**src/rtl/foc_pkg.sv**
```systemverilog
package foc_pkg;
  localparam int DW      = 16;
  localparam int FRAC    = 15;
  localparam int ACC_W   = 32;
  localparam int N_STEPS = 29;
  localparam int STEP_W  = $clog2(N_STEPS);

  localparam logic signed [DW-1:0] K_INV_SQRT3 = 16'sd18919;
  localparam logic signed [DW-1:0] K_HALF      = 16'sd16384;
  localparam logic signed [DW-1:0] K_SQRT3_2   = 16'sd28378;

  localparam logic signed [ACC_W-1:0] Q_MAX = ACC_W'(2**(DW-1) - 1);
  localparam logic signed [ACC_W-1:0] Q_MIN = -Q_MAX - 1;

  typedef enum logic [4:0] {
    A_IA, A_IB, A_ALPHA, A_BETA, A_REFD, A_REFQ, A_ID, A_IQ, A_INTD,
    A_INTQ, A_KP, A_KI, A_VD, A_VQ, A_VAL, A_VBE
  } src_a_e;

  typedef enum logic [2:0] {
    B_ONE, B_K3, B_COS, B_SIN, B_ED, B_EQ, B_HALF, B_S32
  } src_b_e;

  typedef enum logic [3:0] {
    D_ALPHA, D_BETA, D_ID, D_IQ, D_ED, D_EQ, D_INTD, D_INTQ,
    D_VD, D_VQ, D_VAL, D_VBE, D_VA, D_VB, D_VC, D_NONE
  } dst_e;

  typedef struct packed {
    src_a_e a;
    src_b_e b;
    logic   sub;
    logic   first;
    logic   last;
    dst_e   dst;
  } uop_t;

  function automatic uop_t mk(input src_a_e a, input src_b_e b, input logic sub,
                              input logic first, input logic last, input dst_e d);
    uop_t u;
    u.a = a; u.b = b; u.sub = sub; u.first = first; u.last = last; u.dst = d;
    return u;
  endfunction

  // Micro-program: one multiply-accumulate per entry.
  function automatic uop_t ucode(input logic [STEP_W-1:0] idx);
    int i;
    i = int'(idx);
    case (i)
      // forward Clarke
      0:  return mk(A_IA,    B_ONE,  1'b0, 1'b1, 1'b1, D_ALPHA);
      1:  return mk(A_IA,    B_K3,   1'b0, 1'b1, 1'b0, D_NONE);
      2:  return mk(A_IB,    B_K3,   1'b0, 1'b0, 1'b0, D_NONE);
      3:  return mk(A_IB,    B_K3,   1'b0, 1'b0, 1'b1, D_BETA);
      // forward Park
      4:  return mk(A_ALPHA, B_COS,  1'b0, 1'b1, 1'b0, D_NONE);
      5:  return mk(A_BETA,  B_SIN,  1'b0, 1'b0, 1'b1, D_ID);
      6:  return mk(A_BETA,  B_COS,  1'b0, 1'b1, 1'b0, D_NONE);
      7:  return mk(A_ALPHA, B_SIN,  1'b1, 1'b0, 1'b1, D_IQ);
      // d-axis PI
      8:  return mk(A_REFD,  B_ONE,  1'b0, 1'b1, 1'b0, D_NONE);
      9:  return mk(A_ID,    B_ONE,  1'b1, 1'b0, 1'b1, D_ED);
      10: return mk(A_INTD,  B_ONE,  1'b0, 1'b1, 1'b0, D_NONE);
      11: return mk(A_KI,    B_ED,   1'b0, 1'b0, 1'b1, D_INTD);
      12: return mk(A_INTD,  B_ONE,  1'b0, 1'b1, 1'b0, D_NONE);
      13: return mk(A_KP,    B_ED,   1'b0, 1'b0, 1'b1, D_VD);
      // q-axis PI
      14: return mk(A_REFQ,  B_ONE,  1'b0, 1'b1, 1'b0, D_NONE);
      15: return mk(A_IQ,    B_ONE,  1'b1, 1'b0, 1'b1, D_EQ);
      16: return mk(A_INTQ,  B_ONE,  1'b0, 1'b1, 1'b0, D_NONE);
      17: return mk(A_KI,    B_EQ,   1'b0, 1'b0, 1'b1, D_INTQ);
      18: return mk(A_INTQ,  B_ONE,  1'b0, 1'b1, 1'b0, D_NONE);
      19: return mk(A_KP,    B_EQ,   1'b0, 1'b0, 1'b1, D_VQ);
      // inverse Park
      20: return mk(A_VD,    B_COS,  1'b0, 1'b1, 1'b0, D_NONE);
      21: return mk(A_VQ,    B_SIN,  1'b1, 1'b0, 1'b1, D_VAL);
      22: return mk(A_VD,    B_SIN,  1'b0, 1'b1, 1'b0, D_NONE);
      23: return mk(A_VQ,    B_COS,  1'b0, 1'b0, 1'b1, D_VBE);
      // inverse Clarke
      24: return mk(A_VAL,   B_ONE,  1'b0, 1'b1, 1'b1, D_VA);
      25: return mk(A_VBE,   B_S32,  1'b0, 1'b1, 1'b0, D_NONE);
      26: return mk(A_VAL,   B_HALF, 1'b1, 1'b0, 1'b1, D_VB);
      27: return mk(A_VAL,   B_HALF, 1'b1, 1'b1, 1'b0, D_NONE);
      28: return mk(A_VBE,   B_S32,  1'b1, 1'b0, 1'b1, D_VC);
      default: return mk(A_IA, B_ONE, 1'b0, 1'b0, 1'b0, D_NONE);
    endcase
  endfunction

  // Floor shift by FRAC, then saturate to DW bits.
  function automatic logic signed [DW-1:0] q_sat(input logic signed [ACC_W-1:0] x);
    logic signed [ACC_W-1:0] s;
    s = x >>> FRAC;
    if (s > Q_MAX) return DW'(Q_MAX);
    if (s < Q_MIN) return DW'(Q_MIN);
    return DW'(s);
  endfunction

  function automatic logic signed [DW-1:0] clamp_sym(input logic signed [DW-1:0] v,
                                                     input logic [DW-2:0] lim);
    logic signed [DW-1:0] hi;
    hi = $signed({1'b0, lim});
    if (v > hi) return hi;
    if (v < -hi) return -hi;
    return v;
  endfunction

  // Keep trig operands symmetric so two-term sums cannot reach 2^31.
  function automatic logic signed [DW-1:0] trim_min(input logic signed [DW-1:0] v);
    return (v == DW'(Q_MIN)) ? (DW'(Q_MIN) + DW'(1)) : v;
  endfunction
endpackage

```
**src/rtl/foc_seq.sv**
```systemverilog
module foc_seq
  import foc_pkg::*;
(
  input  logic              clk,
  input  logic              rst,
  input  logic              start,
  output logic              busy,
  output logic [STEP_W-1:0] step,
  output logic              accept,
  output logic              last_step,
  output logic              done,
  output logic              overrun
);
  localparam logic [STEP_W-1:0] LAST = STEP_W'(N_STEPS - 1);

  logic rejected;

  assign accept    = start && !busy;
  assign rejected  = start && busy;
  assign last_step = busy && (step == LAST);

  always_ff @(posedge clk) begin
    if (rst) begin
      busy    <= 1'b0;
      step    <= '0;
      done    <= 1'b0;
      overrun <= 1'b0;
    end else begin
      done <= 1'b0;
      if (rejected) overrun <= 1'b1;
      if (accept) begin
        busy <= 1'b1;
        step <= '0;
      end else if (busy) begin
        if (last_step) begin
          busy <= 1'b0;
          done <= 1'b1;
        end else begin
          step <= step + STEP_W'(1);
        end
      end
    end
  end

  assert_done_after_last_R3: assert property (@(posedge clk) disable iff (rst)
    done |-> ($past(last_step) && !busy));
  assert_done_single_R3: assert property (@(posedge clk) disable iff (rst)
    done |=> !done);
  assert_reject_flags_R12: assert property (@(posedge clk) disable iff (rst)
    rejected |=> overrun);
  assert_overrun_sticky_R12: assert property (@(posedge clk) disable iff (rst)
    overrun |=> overrun);
endmodule

```
**src/rtl/foc_mac.sv**
```systemverilog
module foc_mac
  import foc_pkg::*;
(
  input  logic                    clk,
  input  logic                    rst,
  input  logic                    en,
  input  logic                    clr,
  input  logic                    sub,
  input  logic                    unity,
  input  logic signed [DW-1:0]    op_a,
  input  logic signed [DW-1:0]    op_b,
  output logic signed [ACC_W-1:0] acc_next,
  output logic                    acc_wrap
);
  logic signed [ACC_W-1:0] acc_q;
  logic signed [ACC_W-1:0] base;
  logic signed [ACC_W-1:0] prod;
  logic        [ACC_W:0]   sum_w;

  always_comb begin
    base = clr ? '0 : acc_q;
    prod = unity ? (ACC_W'(op_a) <<< FRAC) : (ACC_W'(op_a) * ACC_W'(op_b));
    if (sub) sum_w = {base[ACC_W-1], base} - {prod[ACC_W-1], prod};
    else     sum_w = {base[ACC_W-1], base} + {prod[ACC_W-1], prod};
  end

  assign acc_next = sum_w[ACC_W-1:0];
  assign acc_wrap = sum_w[ACC_W] ^ sum_w[ACC_W-1];

  always_ff @(posedge clk) begin
    if (rst)     acc_q <= '0;
    else if (en) acc_q <= acc_next;
  end

  assert_acc_no_wrap_R10: assert property (@(posedge clk) disable iff (rst)
    en |-> !acc_wrap);
endmodule

```
**src/rtl/foc_regs.sv**
```systemverilog
module foc_regs
  import foc_pkg::*;
#(
  parameter int ADC_W = 12
) (
  input  logic                    clk,
  input  logic                    rst,
  input  logic                    capture,
  input  logic signed [ADC_W-1:0] ia_adc,
  input  logic signed [ADC_W-1:0] ib_adc,
  input  logic signed [DW-1:0]    sin_q,
  input  logic signed [DW-1:0]    cos_q,
  input  logic signed [DW-1:0]    id_ref,
  input  logic signed [DW-1:0]    iq_ref,
  input  logic [DW-2:0]           kp,
  input  logic [DW-2:0]           ki,
  input  logic [DW-2:0]           int_lim,
  input  uop_t                    uop,
  input  logic                    wr,
  input  logic signed [ACC_W-1:0] acc_next,
  output logic signed [DW-1:0]    op_a,
  output logic signed [DW-1:0]    op_b,
  output logic                    unity,
  output logic signed [DW-1:0]    va,
  output logic signed [DW-1:0]    vb,
  output logic signed [DW-1:0]    vc
);
  localparam int SHIFT = DW - ADC_W;

  logic signed [DW-1:0] c_ia, c_ib, c_sin, c_cos, c_refd, c_refq;
  logic [DW-2:0]        c_kp, c_ki, c_lim;
  logic signed [DW-1:0] r_alpha, r_beta, r_id, r_iq, r_ed, r_eq;
  logic signed [DW-1:0] r_intd, r_intq, r_vd, r_vq, r_val, r_vbe, r_va, r_vb;
  logic signed [DW-1:0] wb_raw, wb_val;
  logic                 wr_intd, wr_intq, commit;

  assign wb_raw  = q_sat(acc_next);
  assign wr_intd = wr && (uop.dst == D_INTD);
  assign wr_intq = wr && (uop.dst == D_INTQ);
  assign wb_val  = (wr_intd || wr_intq) ? clamp_sym(wb_raw, c_lim) : wb_raw;
  assign commit  = wr && (uop.dst == D_VC);
  assign unity   = (uop.b == B_ONE);

  always_comb begin
    case (uop.a)
      A_IA:    op_a = c_ia;
      A_IB:    op_a = c_ib;
      A_ALPHA: op_a = r_alpha;
      A_BETA:  op_a = r_beta;
      A_REFD:  op_a = c_refd;
      A_REFQ:  op_a = c_refq;
      A_ID:    op_a = r_id;
      A_IQ:    op_a = r_iq;
      A_INTD:  op_a = r_intd;
      A_INTQ:  op_a = r_intq;
      A_KP:    op_a = $signed({1'b0, c_kp});
      A_KI:    op_a = $signed({1'b0, c_ki});
      A_VD:    op_a = r_vd;
      A_VQ:    op_a = r_vq;
      A_VAL:   op_a = r_val;
      A_VBE:   op_a = r_vbe;
      default: op_a = '0;
    endcase
    case (uop.b)
      B_K3:    op_b = K_INV_SQRT3;
      B_COS:   op_b = c_cos;
      B_SIN:   op_b = c_sin;
      B_ED:    op_b = r_ed;
      B_EQ:    op_b = r_eq;
      B_HALF:  op_b = K_HALF;
      B_S32:   op_b = K_SQRT3_2;
      default: op_b = '0;
    endcase
  end

  always_ff @(posedge clk) begin
    if (rst) begin
      c_ia <= '0; c_ib <= '0; c_sin <= '0; c_cos <= '0; c_refd <= '0; c_refq <= '0;
      c_kp <= '0; c_ki <= '0; c_lim <= '0;
    end else if (capture) begin
      c_ia   <= DW'(ia_adc) <<< SHIFT;
      c_ib   <= DW'(ib_adc) <<< SHIFT;
      c_sin  <= trim_min(sin_q);
      c_cos  <= trim_min(cos_q);
      c_refd <= id_ref;
      c_refq <= iq_ref;
      c_kp   <= kp;
      c_ki   <= ki;
      c_lim  <= int_lim;
    end
  end

  always_ff @(posedge clk) begin
    if (rst) begin
      r_alpha <= '0; r_beta <= '0; r_id <= '0; r_iq <= '0; r_ed <= '0; r_eq <= '0;
      r_intd <= '0; r_intq <= '0; r_vd <= '0; r_vq <= '0; r_val <= '0; r_vbe <= '0;
      r_va <= '0; r_vb <= '0;
    end else if (wr) begin
      case (uop.dst)
        D_ALPHA: r_alpha <= wb_val;
        D_BETA:  r_beta  <= wb_val;
        D_ID:    r_id    <= wb_val;
        D_IQ:    r_iq    <= wb_val;
        D_ED:    r_ed    <= wb_val;
        D_EQ:    r_eq    <= wb_val;
        D_INTD:  r_intd  <= wb_val;
        D_INTQ:  r_intq  <= wb_val;
        D_VD:    r_vd    <= wb_val;
        D_VQ:    r_vq    <= wb_val;
        D_VAL:   r_val   <= wb_val;
        D_VBE:   r_vbe   <= wb_val;
        D_VA:    r_va    <= wb_val;
        D_VB:    r_vb    <= wb_val;
        default: ;
      endcase
    end
  end

  always_ff @(posedge clk) begin
    if (rst) begin
      va <= '0; vb <= '0; vc <= '0;
    end else if (commit) begin
      va <= r_va;
      vb <= r_vb;
      vc <= wb_val;
    end
  end

  assert_integ_d_bound_R6: assert property (@(posedge clk) disable iff (rst)
    wr_intd |=> (r_intd <= $signed({1'b0, c_lim}) && r_intd >= -$signed({1'b0, c_lim})));
  assert_integ_q_bound_R6: assert property (@(posedge clk) disable iff (rst)
    wr_intq |=> (r_intq <= $signed({1'b0, c_lim}) && r_intq >= -$signed({1'b0, c_lim})));
  assert_hold_captures_R2: assert property (@(posedge clk) disable iff (rst)
    !capture |=> ($stable(c_ia) && $stable(c_ib) && $stable(c_sin) && $stable(c_cos)
                  && $stable(c_refd) && $stable(c_refq) && $stable(c_kp) && $stable(c_ki)));
  assert_trig_trimmed_R11: assert property (@(posedge clk) disable iff (rst)
    capture |=> (c_sin != DW'(Q_MIN) && c_cos != DW'(Q_MIN)));
endmodule

```
**src/rtl/foc_engine.sv**
```systemverilog
module foc_engine
  import foc_pkg::*;
#(
  parameter int ADC_W = 12
) (
  input  logic                    clk,
  input  logic                    rst,
  input  logic                    start,
  input  logic signed [ADC_W-1:0] ia_adc,
  input  logic signed [ADC_W-1:0] ib_adc,
  input  logic signed [15:0]      sin_q,
  input  logic signed [15:0]      cos_q,
  input  logic signed [15:0]      id_ref,
  input  logic signed [15:0]      iq_ref,
  input  logic [14:0]             kp,
  input  logic [14:0]             ki,
  input  logic [14:0]             int_lim,
  output logic signed [15:0]      va,
  output logic signed [15:0]      vb,
  output logic signed [15:0]      vc,
  output logic                    busy,
  output logic                    done,
  output logic                    overrun
);
  logic [STEP_W-1:0]       step;
  logic                    accept, last_step, wr, unity, acc_wrap;
  uop_t                    uop;
  logic signed [DW-1:0]    op_a, op_b;
  logic signed [ACC_W-1:0] acc_next;

  assign uop = ucode(step);
  assign wr  = busy && uop.last && (uop.dst != D_NONE);

  foc_seq i_seq (
    .clk(clk), .rst(rst), .start(start), .busy(busy), .step(step),
    .accept(accept), .last_step(last_step), .done(done), .overrun(overrun)
  );

  foc_mac i_mac (
    .clk(clk), .rst(rst), .en(busy), .clr(uop.first), .sub(uop.sub), .unity(unity),
    .op_a(op_a), .op_b(op_b), .acc_next(acc_next), .acc_wrap(acc_wrap)
  );

  foc_regs #(.ADC_W(ADC_W)) i_regs (
    .clk(clk), .rst(rst), .capture(accept),
    .ia_adc(ia_adc), .ib_adc(ib_adc), .sin_q(sin_q), .cos_q(cos_q),
    .id_ref(id_ref), .iq_ref(iq_ref), .kp(kp), .ki(ki), .int_lim(int_lim),
    .uop(uop), .wr(wr), .acc_next(acc_next),
    .op_a(op_a), .op_b(op_b), .unity(unity), .va(va), .vb(vb), .vc(vc)
  );

  assert_outputs_move_on_done_R3: assert property (@(posedge clk) disable iff (rst)
    !done |-> ($stable(va) && $stable(vb) && $stable(vc)));
  assert_last_write_ends_R3: assert property (@(posedge clk) disable iff (rst)
    (wr && uop.dst == D_VC) |-> last_step);
endmodule

```
**config.mk**
```make
export PLATFORM = sky130hd
export DESIGN_NAME = foc_engine
export DESIGN_NICKNAME = d
export VERILOG_FILES = /design/src/rtl/foc_pkg.sv /design/src/rtl/foc_seq.sv /design/src/rtl/foc_mac.sv /design/src/rtl/foc_regs.sv /design/src/rtl/foc_engine.sv
export SDC_FILE = /design/constraint.sdc
export NUM_CORES = 2
export LEC_CHECK = 0
export BUFFER_PORTS_ARGS = -buffer_cell sky130_fd_sc_hd__buf_2
export CORE_MARGIN = 2
export CORE_UTILIZATION = 60
export DETAILED_ROUTE_END_ITERATION = 12
export HOLD_SLACK_MARGIN = 0.03
export PLACE_DENSITY = 0.78
export SYNTH_ARGS = -nofsm -noshare
export SYNTH_HDL_FRONTEND = slang
export SYNTH_SLANG_ARGS = --single-unit
```
**constraint.sdc**
```tcl
create_clock -name clk -period 32.1 [get_ports clk]
set_input_delay 3.21 -clock clk [delete_from_list [all_inputs] [get_ports clk]]
set_output_delay 3.21 -clock clk [all_outputs]
set_load 0.02 [all_outputs]
```
==> impl_metrics.ini <==
[clock_tree]
clock_insertion_delay_worst_skew_ns = 0.60
clock_tree_from_tritoncts = yes
cts.sink_count = 459
cts_root_buf = sky130_fd_sc_hd__clkbuf_16
ctsHtreeMaxLevel = 2
cts-buffers-inserted = 49
cts_hold_buf = 0
postCtsResizedCells = 0
cts_buffer_depth = 3
cts.clk_slew.worst_paths_ns = 0.06
post-cts-setup-buffers = 0

[global_routing]
number_of_global_route_vias_before_repair = 30150
grt_first_pass_wirelength_um = 171000
grt_start_max_net_pins = 128
global_route.usage.total_pct = 36.82
antenna_found_initial = 2
grt_remaining_overflow = 0

[worst_setup_path]
critical_path_class = reg -> reg
setup.worst_path.start = uop[11]
critPathRequiredTime_ns = 32.57
crit_path_max_incr_delay_ns = 0.67
timing.critical_path.to_type = register
cpMostUsedCell = sky130_fd_sc_hd__fa_1
regToRegStartpoint = uop[11]
path_buf_inv = 8
cpLargestDelayFamily = adder cells
arrival_ns = 17.21
critical_path.max_fanout = 68
critPathSlowestCell = sky130_fd_sc_hd__buf_4
worst_setup_path_start_kind = register

[floorplanning]
floorplan.core_area_sq_um = 56500
boundaryPins = 187
die_width_um = 243.3
rows = 87
start_util_pct = 60.84
die-height_um = 243.3
floorplan.die_area_sq_um = 59210

[sta]
worst_slew_pin_slew_ns = 1.418
slew_headroom_pct = 5.127
slew_violations = 0
finalHoldViolations = 0
timing.final.crit_share_pct = 52.16
fin_worst_skew_ns = 0.02423
grt_setup_unrepaired = no
period_minus_slack_ns = 16.74
final_sum_of_negative_setup_slack_ns = 0
setup_viol = 0
final.setup.worst_slack_ns = 15.36
max_freq_mhz = 59.72

[synthesis]
synth_enable_flop_cells = 0
ys_types = 94
netlist.area_leader.share_pct = 26.73
synth-main-ff-cell = sky130_fd_sc_hd__dfxtp_1
ys_async_sr_fraction_pct = 0
seq_area_frac_synth_pct = 26.73
synth_top_cells_by_count = sky130_fd_sc_hd__nand2_1 (575), sky130_fd_sc_hd__nor2_1 (530), sky130_fd_sc_hd__dfxtp_1 (459)
yosys.area.top_type = sky130_fd_sc_hd__dfxtp_1
synth_most_common_cell = sky130_fd_sc_hd__nand2_1
synthesis.area_sq_um = 34370
post_synth_main_area_contributors = sky130_fd_sc_hd__dfxtp_1 (27%), sky130_fd_sc_hd__fa_1 (15%), sky130_fd_sc_hd__nand2_1 (6.3%)
ys_seq_elements = 459
syn_inst = 4167
post_synth.cell_area_avg_sq_um = 8.248
synth_nets = 4718
yosysWarningCount = 0

[run]
cap_viol_max_count = 0

[drt]
routed_len_inst_um = 22.06
route.final.wire_length_um = 110300
drc = 0
starting_drc_count_in_detailed_routing = 3155
drt-vias-per-instance = 6.189
ant_nets = 0
drt_pass1_iterations = 6
vias = 30940

[finish]
regArea_sq_um = 9195
post_route_cells_drive_above_1_share_pct = 12.87
multi_input_area_sq_um = 22820
syn_to_final_growth_pct = 9.425
numnets_final = 4755
largest_reg_flops = 32
fillers = 4814
largest_register = i_mac.acc_q

[place]
place_congestion = 1.006
buffers_added_on_ports = 186
placement.setup.worst_slack_ns = 15.77
dp.final_hpwl_um = 81950

[pwr]
max-vdd-ir-drop_mv = 0.05342
power.leakage_nw = 15.30
power_density_nw_per_um2 = 50.28

[status]
status = finished clean

[worst_hold_path]
kind_of_path_behind_the_tightest_hold_check = reg -> reg
hold_start = i_regs.vb[0]
[worst min-delay path, cell delays in order (launching register included)]
cell                      delay (ns)
sky130_fd_sc_hd__dfxtp_1        0.31
sky130_fd_sc_hd__nand2_1        0.05
sky130_fd_sc_hd__a21oi_1        0.05
[layer usage]
| metal | vias up | global-route usage, % | part of all wire [%] |
|---|---|---|---|
| met5 | - | 0 | 0 |
| met4 | 0 | 22.68 | 7.1 |
| met3 | 422 | 6.169 | 8.8 |
| met2 | 1563 | 58.17 | 45 |
| met1 | 14760 | 47.25 | 39 |
| li1 | 14190 | - | - |
[per-stage QoR]
stage / hold WS [ns] / std cells / utilization (%) / instance area (sq um) / power (mW)
after floorplan: 0.4284 / 4167 / - / 34370 / 1.039
after global placement: 0.4353 / 4909 / 63.41 / 35820 / 1.247
after detailed placement: 0.4428 / 4909 / 63.41 / 35820 / 1.252
after CTS: 0.4520 / 4998 / 66.56 / 37600 / 1.874
after global routing: 0.4574 / 5000 / 66.57 / 37610 / 1.961
final: 0.4520 / 5000 / 66.57 / 37610 / 1.891
[power breakdown]
group          internal (mW)  switching (mW)
Sequential             0.592          0.0171
Combinational          0.196           0.460
Clock                  0.379           0.246
Total                   1.17           0.724
[cell families (layout without fill, tap and decap cells)]
kind of cell | count (synthesis) | in the layout | share of synthesized area (%)
simple gates | 1476 | 1476 | 18.71
buf+inv | 640 | 715 | 7.321
fa+ha+maj | 429 | 429 | 21.28
mux | 134 | 134 | 4.245
other cells | 0 | 2 | 0
compound gates | 936 | 936 | 19.34
xor+xnor | 93 | 93 | 2.370
flops | 459 | 459 | 26.73
[cell type report]
cell class                 instances  share of cell area (%)
multi-input combinational       3068                   60.69
clock buffer                      62                   3.683
timing repair buffer             257                   3.919
clock inverter                    27                   1.051
inverter                         369                   3.683
antenna                            2                 0.01331
tap                              756                   2.515
sequential                       459                   24.45
[final timing paths]
kind	endpoint	slack, ns	cells past startpoint
max reg2reg	i_regs.r_iq[1]	15.36	55
max	i_regs.r_iq[1]	15.36	55
min	i_regs.vb[0]	0.45	2
min reg2reg	i_regs.vb[0]	0.45	2
[placed cells by master (no fill, tap or decap), drive strengths merged, types with 14 or more instances in the layout]
cell / count
a211oi: 198
a21o: 27
a21oi: 310
a221oi: 17
a22o: 25
a22oi: 23
a31oi: 34
a32oi: 14
and2: 19
and3: 21
buf: 257
clkbuf: 62
clkinv: 15
dfxtp: 459
fa: 264
ha: 151
inv: 368
maj3: 14
mux2: 24
mux2i: 103
nand2: 576
nand2b: 43
nand3: 47
nand4: 21
nor2: 531
nor2b: 65
nor3: 63
nor4: 17
o211ai: 22
o21a: 20
o21ai: 106
o22ai: 21
or3: 17
xnor2: 61
xor2: 32
(Power assumes the default switching activity.)
